<file path="src/rtl/mbcd_pkg.sv">
`timescale 1ns/1ps
package mbcd_pkg;

  localparam int HALF_W  = 4;
  localparam int SEL_MAX = 3;
  localparam int N_BANKS = 4;

  typedef enum logic [1:0] {
    BANK_A  = 2'd0,
    BANK_B  = 2'd1,
    BANK_C  = 2'd2,
    BANK_FB = 2'd3
  } bank_kind_e;

  // Half-period length in advancing ticks for a bank kind and select code.
  function automatic logic [HALF_W-1:0] half_of(bank_kind_e kind, logic [SEL_MAX-1:0] sel);
    logic [HALF_W-1:0] h;
    case (kind)
      BANK_A:  h = (sel[1:0] == 2'd3) ? HALF_W'(6) : HALF_W'(2) + HALF_W'(sel[1:0]);
      BANK_B:  h = HALF_W'(2) + HALF_W'(sel[1:0]);
      BANK_C:  h = HALF_W'(1) + HALF_W'(sel[1:0]);
      default: h = sel[2] ? HALF_W'(4) + HALF_W'({sel[1:0], 1'b0})
                          : HALF_W'(2) + HALF_W'(sel[1:0]);
    endcase
    return h;
  endfunction

endpackage

</file>
<file path="src/rtl/mbcd_rst_sync.sv">
`timescale 1ns/1ps
module mbcd_rst_sync #(
  parameter int STAGES = 2
) (
  input  logic clk,
  input  logic rst_n,
  output logic rst_sync_n
);

  logic [STAGES-1:0] sync_q;
  logic [STAGES-1:0] sync_d;

  always_comb begin
    sync_d = {sync_q[STAGES-2:0], 1'b1};
  end

  always_ff @(posedge clk or negedge rst_n) begin
    if (!rst_n) sync_q <= '0;
    else        sync_q <= sync_d;
  end

  assign rst_sync_n = sync_q[STAGES-1];

endmodule

</file>
<file path="src/rtl/mbcd_predivide.sv">
`timescale 1ns/1ps
module mbcd_predivide (
  input  logic clk,
  input  logic rst_n,
  input  logic prediv_off,
  output logic tick
);

  logic alt_q;
  logic alt_d;

  always_comb begin
    alt_d = ~alt_q;
  end

  // Reset value 1 so the first edge after release always advances.
  always_ff @(posedge clk or negedge rst_n) begin
    if (!rst_n) alt_q <= 1'b1;
    else        alt_q <= alt_d;
  end

  assign tick = prediv_off | alt_q;

  AST_PREDIV_GAP: assert property (@(posedge clk) disable iff (!rst_n)
    (!prediv_off && tick) |=> (prediv_off || !tick));

endmodule

</file>
<file path="src/rtl/mbcd_bank.sv">
`timescale 1ns/1ps
module mbcd_bank #(
  parameter mbcd_pkg::bank_kind_e KIND = mbcd_pkg::BANK_A
) (
  input  logic                         clk,
  input  logic                         rst_n,
  input  logic                         tick,
  input  logic [mbcd_pkg::SEL_MAX-1:0] sel,
  output logic                         phase_o,
  output logic                         strobe_o
);

  localparam int HW = mbcd_pkg::HALF_W;

  logic          phase_q, phase_d;
  logic          strobe_q, strobe_d;
  logic [HW-1:0] cnt_q, cnt_d;
  logic [HW-1:0] half_q, half_d;
  logic [HW-1:0] half_sel;

  always_comb begin
    half_sel = mbcd_pkg::half_of(KIND, sel);
    phase_d  = phase_q;
    cnt_d    = cnt_q;
    half_d   = half_q;
    strobe_d = 1'b0;
    if (tick) begin
      if (cnt_q == '0) begin
        phase_d = ~phase_q;
        if (!phase_q) begin
          // period boundary: adopt the current select
          half_d   = half_sel;
          cnt_d    = half_sel - HW'(1);
          strobe_d = 1'b1;
        end else begin
          cnt_d = half_q - HW'(1);
        end
      end else begin
        cnt_d = cnt_q - HW'(1);
      end
    end
  end

  always_ff @(posedge clk or negedge rst_n) begin
    if (!rst_n) begin
      phase_q  <= 1'b0;
      strobe_q <= 1'b0;
      cnt_q    <= '0;
      half_q   <= HW'(1);
    end else begin
      phase_q  <= phase_d;
      strobe_q <= strobe_d;
      cnt_q    <= cnt_d;
      half_q   <= half_d;
    end
  end

  assign phase_o  = phase_q;
  assign strobe_o = strobe_q;

  AST_STEP_ON_TICK: assert property (@(posedge clk) disable iff (!rst_n)
    !tick |=> $stable(phase_q));

  AST_RATIO_HELD: assert property (@(posedge clk) disable iff (!rst_n)
    phase_q |=> $stable(half_q));

  AST_STROBE_AT_RISE: assert property (@(posedge clk) disable iff (!rst_n)
    strobe_q |-> (phase_q && !$past(phase_q)));

endmodule

</file>
<file path="src/rtl/mbank_clk_div.sv">
`timescale 1ns/1ps
module mbank_clk_div (
  input  logic       clk_src,
  input  logic       rst_n,
  input  logic       prediv_off,
  input  logic [1:0] sel_a,
  input  logic [1:0] sel_b,
  input  logic [1:0] sel_c,
  input  logic [2:0] sel_fb,
  input  logic       inv_c23,
  output logic       out_en,
  output logic       clk_a,
  output logic       clk_b,
  output logic [3:0] clk_c,
  output logic       clk_fb,
  output logic       edge_a,
  output logic       edge_b,
  output logic       edge_c,
  output logic       edge_fb
);

  import mbcd_pkg::*;

  logic                rst_sync_n;
  logic                tick;
  logic [SEL_MAX-1:0]  sel_all [N_BANKS];
  logic [N_BANKS-1:0]  phase;
  logic [N_BANKS-1:0]  strobe;

  mbcd_rst_sync #(.STAGES(2)) u_rst_sync (
    .clk        (clk_src),
    .rst_n      (rst_n),
    .rst_sync_n (rst_sync_n)
  );

  mbcd_predivide u_prediv (
    .clk        (clk_src),
    .rst_n      (rst_sync_n),
    .prediv_off (prediv_off),
    .tick       (tick)
  );

  assign sel_all[0] = {1'b0, sel_a};
  assign sel_all[1] = {1'b0, sel_b};
  assign sel_all[2] = {1'b0, sel_c};
  assign sel_all[3] = sel_fb;

  for (genvar k = 0; k < N_BANKS; k++) begin : g_bank
    mbcd_bank #(.KIND(bank_kind_e'(k))) u_bank (
      .clk      (clk_src),
      .rst_n    (rst_sync_n),
      .tick     (tick),
      .sel      (sel_all[k]),
      .phase_o  (phase[k]),
      .strobe_o (strobe[k])
    );
  end

  assign out_en  = rst_sync_n;
  assign clk_a   = phase[0];
  assign clk_b   = phase[1];
  assign clk_fb  = phase[3];
  assign clk_c   = {{2{(phase[2] ^ inv_c23) & rst_sync_n}}, {2{phase[2]}}};
  assign edge_a  = strobe[0];
  assign edge_b  = strobe[1];
  assign edge_c  = strobe[2];
  assign edge_fb = strobe[3];

  AST_ALIGNED_START: assert property (@(posedge clk_src) disable iff (!rst_sync_n)
    $rose(rst_sync_n) |=> (clk_a && clk_b && clk_c[0] && clk_fb));

endmodule

</file>
<file path="config.mk">
export PLATFORM = sky130hd
export DESIGN_NAME = mbank_clk_div
export DESIGN_NICKNAME = d
export VERILOG_FILES = /design/src/rtl/mbcd_pkg.sv /design/src/rtl/mbcd_rst_sync.sv /design/src/rtl/mbcd_predivide.sv /design/src/rtl/mbcd_bank.sv /design/src/rtl/mbank_clk_div.sv
export SDC_FILE = /design/constraint.sdc
export NUM_CORES = 1
export LEC_CHECK = 0
export ABC_AREA = 0
export CAP_MARGIN = 20
export CORE_MARGIN = 1
export CORE_UTILIZATION = 50
export CTS_BUF_LIST = sky130_fd_sc_hd__clkbuf_8
export CTS_CLUSTER_DIAMETER = 100
export DETAILED_ROUTE_END_ITERATION = 8
export HOLD_SLACK_MARGIN = 0.02
export PLACE_DENSITY = 0.72
export SLEW_MARGIN = 30
export SYNTH_ARGS = -nofsm -noshare
export SYNTH_HDL_FRONTEND = slang
export SYNTH_SLANG_ARGS = --single-unit
export TNS_END_PERCENT = 10
</file>
<file path="constraint.sdc">
create_clock -name clk_src -period 1.8 [get_ports clk_src]
set_input_delay 0.18 -clock clk_src [delete_from_list [all_inputs] [get_ports clk_src]]
set_output_delay 0.18 -clock clk_src [all_outputs]
set_load 0.01 [all_outputs]
</file>
* Word-level counts from Yosys, hierarchy flattened
Index checks and enable logic that the tools add are counted.
Cells by class: $add $sub $neg 17, mux-type cells 22, bitwise operators 8, reductions and logical operators 12, equality and inequality tests 1
Operators with widths (number):
- $sub 4x1->4 const B | 12
- $mux 4 | 10
- $logic_not 4->1 | 4
- $mux 1 | 12
- $reduce_and 3->1 | 4
- $add 2x2->3 const A | 3
- $reduce_and 2->1 | 4
- $not 1->1 | 5
- $add 3x3->4 const A | 1
- $add 1x2->3 const A | 1
- $eq 2x2->1 const B | 1
- $and 1x1->1 | 1
- $or 1x1->1 | 1
- $xor 1x1->1 | 1
Word-level totals: flip-flop bits (word level) 43, logic and storage cells 78, output and inout bits 12

* Logic depth before layout (Yosys ltp)
Gate-level depths: netlist of run 1.
word-level depth 5, gate-level depth with buffers 8

* By module
From an unflattened synthesis of run 1, not the netlist that was laid out.
Unflattened totals: cells, all modules 183, area, all modules 2117.0 µm²
Modules (own cells, without submodules):
- mbcd_bank at g_bank[3].u_bank | cells each 51, area each 575.6 µm², instances 1, seq. area each 251.5 µm²
- mbcd_bank at g_bank[0].u_bank | cells each 42, area each 503.0 µm², instances 1, seq. area each 226.5 µm²
- mbcd_bank at g_bank[2].u_bank | cells each 42, area each 480.5 µm², instances 1, seq. area each 226.5 µm²
- mbcd_bank at g_bank[1].u_bank | cells each 37, area each 434.2 µm², instances 1, seq. area each 226.5 µm²
- mbcd_rst_sync | cells each 3, area each 53.8 µm², instances 1, seq. area each 50.0 µm²
- mbcd_predivide | cells each 3, area each 36.3 µm², instances 1, seq. area each 26.3 µm²
- mbank_clk_div | cells each 5, area each 33.8 µm², instances 1, seq. area each 0.0 µm²

* Least setup slack after synthesis of run 1
No wires, ideal clock.
kind register to register, start register g_bank[3].u_bank.phase_q, end register g_bank[3].u_bank.cnt_q[2], period minus slack after synthesis 1.894 ns, stages on the path, launching flop included 8, path buffers 1, data arrival time 1.811 ns, setup slack -0.094 ns, required time 1.717 ns, path through dfrtp_1 buf_2 or3b_2 a2bb2oi_1 inv_1 ha_1 xor2_1 o21ai_0
Between the ends: cells in the longest elaborated chain, start to end 2
Ends and longest elaborated chain:
- from (decl) | line mbcd_bank.sv:15 | logic phase_q, phase_d;
- from (signal assigned) | line mbcd_bank.sv:51 | phase_q <= phase_d;
- $mux 4 | line mbcd_bank.sv:30 | if (!phase_q) begin
- $mux 4 | line mbcd_bank.sv:28 | if (cnt_q == '0) begin
- to (signal assigned) | line mbcd_bank.sv:53 | cnt_q <= cnt_d;
- to (decl) | line mbcd_bank.sv:17 | logic [HW-1:0] cnt_q, cnt_d;
No other way between the ends. A chain may end at the register's enable or synchronous reset.

* Worst setup path after layout of run 1
start input sel_fb[1], end register g_bank[3].u_bank.cnt_q[3]
Between the ends: cells in the longest elaborated chain, start to end 5, elaborated cells between the ends (all ways) 6
Ends and longest elaborated chain:
- from (decl) | line mbank_clk_div.sv:9 | input logic [2:0] sel_fb,
- $add 3x3->4 or $add 2x2->3 (tied branches) | line mbcd_pkg.sv:22, mbcd_pkg.sv:23
- $mux 4 * | line mbcd_pkg.sv:22 | default: h = sel[2] ? HALF_W'(4) + HALF_W'({sel[1:0], 1'b0})
- named net g_bank[3].u_bank.half_sel[2] | line mbcd_bank.sv:19 | logic [HW-1:0] half_sel;
- $sub 4x1->4 * | line mbcd_bank.sv:33 | cnt_d = half_sel - HW'(1);
- $mux 4 * | line mbcd_bank.sv:30
- $mux 4 * | line mbcd_bank.sv:28
The timed path passes the listed nets; every way through them passes the cells marked *.

==> impl_metrics.toml, run 1 <==
[status]
outcome = "completed"

[grt]
grt_max_degree = 34
grt_pass1_vias = 1584
grt_usage = 0.206
antenna_found_initial = 0
grt_overflow = 0
grt_pass1_wl_mm = 6.64

[timing]
fin_skew_ps = 8.01
drv_slew = 0
min_period_ps = 1750
setup_viol = 0
fmax_mhz = 571
period_share = 0.972
hold_viol = 0
rsz0062_at_grt = "yes"
setup_slack_ps = 49.7

[synth]
ys_ff_latch = 40
async_flop_share = 1.00
synthesis.nets = 208
yosys_warnings = 0
synth_cell_type_count = 48
synth_edf_count = 0
synthCells = 189
synth-main-ff-cell = "dfrtp_1"
ys_seq_area_frac = 0.501
syn_area_mm2 = 0.00201
synth_area_per_cell_um2 = 10.6

[worst_hold_path]
hold_path_class = "primary input to async pin"

[clock_tree]
cts_max_path_buffers = 2
cts_tree = "built"
cts-root-buf = "clkbuf_8"
hold_buffers = 0
numClockSinks = 40
clk_latency_ps = 290
cts_buffers = 5
clk_pin_slew_ps = 80
cts_max_level = 2

[flow_run]
drv_cap = 0

[setup_path]
start_kind = "primary input"
ff2ff_path_depth = 3
path_class = "primary input to flip-flop"
end_kind = "flip-flop"
required_ps = 2020
path_buf_inv = 1
cp.depth = 6
critical_path_arrival_ps = 1970
cpLargestDelayFamily = "buffers and inverters"
path_cells = "clkdlybuf4s50_1 > ha_1 > mux2_1 > a2111o_1 > nor3_2 > xnor2_1"
max_stage_delay_ps = 440
worstPathMaxFanout = 2
cpMaxStageDelayCell = "clkdlybuf4s50_1"

[power_and_ir_drop]
switching_share = 0.336
cellPowerDensity_mw_per_mm2 = 1580
pwr-share-comb = 0.387
leakage_nw = 1.12
internal_power_mw = 2.64
seq_power_share = 0.413
p_sw_mw = 1.34
vdd_drop_max_uv = 914
clkPwrFrac = 0.200

[die]
die_h_um = 65.4
floorplan.rows = 22
initial_utilization = 0.537
die-area_mm2 = 0.00428
die_w_um = 65.4
core_mm2 = 0.00374
pin_count = 25

[detailed_routing]
vias = 1467
via_per_inst = 5.32
routedWlPerCell_um = 13.6
drc = 0
postRouteAntennaNets = 0
wl_mm = 3.75
drt_iter0_drc = 70
firstDrtPassIters = 4

[layout]
layout_common_cells = "33 x dfrtp_1, 25 x nand2_1, 23 x clkdlybuf4s50_1"
syn_to_final_growth_pct = 25.7
mostFrequentLayoutCell = "dfrtp_1"
nets = 246
fin_area_mm2 = 0.00252
seq_area_mm2 = 0.00101
drive_above_1_share = 0.250
multi_input_area_um2 = 927
num_antenna_cells = 0
fin_util = 0.674
n_fill_cell = 306

[placement]
placed_area_mm2 = 0.00237
gp_congestion = 0.838
dp_hpwl_mm = 2.75
port-buffer-count = 24
post-place-ws_ps = -276
-- worst register-to-register path: cells and delay by family (launching register included) --
kind	cells	cell delay [ps]
flip-flops	1	410
multiplexers	1	360
AND/OR/NAND/NOR	2	860
-- registers in the layout (all words and copies together), names as in the netlist --
signal                  count
g_bank.u_bank.strobe_o      4
g_bank.u_bank.half_q       13
u_rst_sync.sync_q           2
g_bank.u_bank.phase_o       4
g_bank.u_bank.cnt_q        16
u_prediv.alt_q              1
-- metrics by stage --
stage	std cells	hold slack [ps]	TNS (ps)	power, mW
global placement	266	90.8	-392	3.07
detailed placement	266	95.0	-580	3.17
floorplan	189	-116	-6.24	2.65
CTS	275	38.4	0	4.00
global route	276	39.1	-52.5	4.29
finish	276	45.8	0	3.98
-- cells in the mapped netlist (2+ instances only) --
cell / n / area, um2
dfrtp_1: 35 / 876
nand2_1: 25 / 93.8
nor2_1: 16 / 60.1
a21oi_1: 11 / 55.1
mux2_2: 7 / 78.8
nand2b_1: 7 / 43.8
ha_1: 6 / 75.1
inv_1: 6 / 22.5
o21ai_0: 6 / 30.0
xnor2_1: 6 / 52.6
a31oi_1: 5 / 31.3
clkbuf_1: 5 / 18.8
dfstp_2: 5 / 131
buf_4: 3 / 22.5
mux2_1: 3 / 33.8
mux2i_1: 3 / 30.0
a21o_1: 2 / 15.0
a2bb2oi_1: 2 / 17.5
and2_1: 2 / 12.5
nand4b_1: 2 / 17.5
nor3_1: 2 / 10.0
or3b_2: 2 / 17.5
or4_4: 2 / 22.5
xor2_1: 2 / 17.5
-- worst paths after layout --
path / startpoint / endpoint / slack [ps]
setup reg to reg: g_bank[2].u_bank.cnt_q[0]$_DFFE_PN0N_ / g_bank[2].u_bank.half_q[1]$_DFFE_PN0P_ / 60
hold reg to reg: u_rst_sync.sync_q[1]$_DFF_PN0_ / g_bank[2].u_bank.phase_o$_DFFE_PN0P_ / 90
min in group clk_src: sel_fb[2] / g_bank[3].u_bank.half_q[0]$_DFFE_PN1P_ / 250
setup / recovery: sel_fb[1] / g_bank[3].u_bank.cnt_q[3]$_DFFE_PN0N_ / 50
hold / removal: rst_n / u_rst_sync.sync_q[0]$_DFF_PN0_ / 50
max in group asynchronous: u_rst_sync.sync_q[1]$_DFF_PN0_ / g_bank[3].u_bank.half_q[0]$_DFFE_PN1P_ / 1020
-- power groups by stage --
stage	logic, mW	clock network (mW)	registers, mW
floorplan	1.03	0	1.61
global placement	1.42	0	1.65
CTS	1.54	0.821	1.64
finish	1.54	0.796	1.64
detailed placement	1.49	0	1.68
global route	1.73	0.858	1.71
-- layout make-up --
type / instances / area share
clock inverter: 1 / 0.0119
tap: 48 / 0.0238
inverter: 7 / 0.0124
clock buffer: 7 / 0.0382
multi-input combinational: 132 / 0.367
timing repair buffer: 41 / 0.147
sequential: 40 / 0.400
-- kinds of logic (layout without fill, tap and decap cells) --
family,count (synthesis),count (layout),share of synthesized area
compound gates,32,32,0.0984
flops,40,40,0.501
simple gates,72,72,0.211
buf+inv,17,56,0.0442
mux,13,13,0.0710
xor+xnor,8,8,0.0349
fa+ha+maj,6,6,0.0374
other cells,1,1,0.00187
-- metal layers --
| layer | vias up | track usage | share of wire |
|---|---|---|---|
| met5 | - | 0 | 0 |
| met4 | 0 | 0.0761 | 0.013 |
| met3 | 5 | 0.0660 | 0.033 |
| met2 | 21 | 0.370 | 0.53 |
| met1 | 714 | 0.226 | 0.42 |
| li1 | 727 | - | - |
-- repair_timing --
action                                  4_1_cts  5_1_grt
resized for setup                             1        3
buffers inserted                              1        1
endpoints found under the setup margin        2        5
pin swaps                                     0        1
Power figures use the tool's default switching activity.
==> run 2, diff against run 1 <==
--- a/config.mk
+++ b/config.mk
@@ -10,7 +10,6 @@
 export CORE_MARGIN = 1
 export CORE_UTILIZATION = 50
 export CTS_BUF_LIST = sky130_fd_sc_hd__clkbuf_8
-export CTS_CLUSTER_DIAMETER = 100
 export DETAILED_ROUTE_END_ITERATION = 8
 export HOLD_SLACK_MARGIN = 0.02
 export PLACE_DENSITY = 0.72
==> results of run 2 <==
No change in the layout: final DEF, timing and power equal those of run 1.
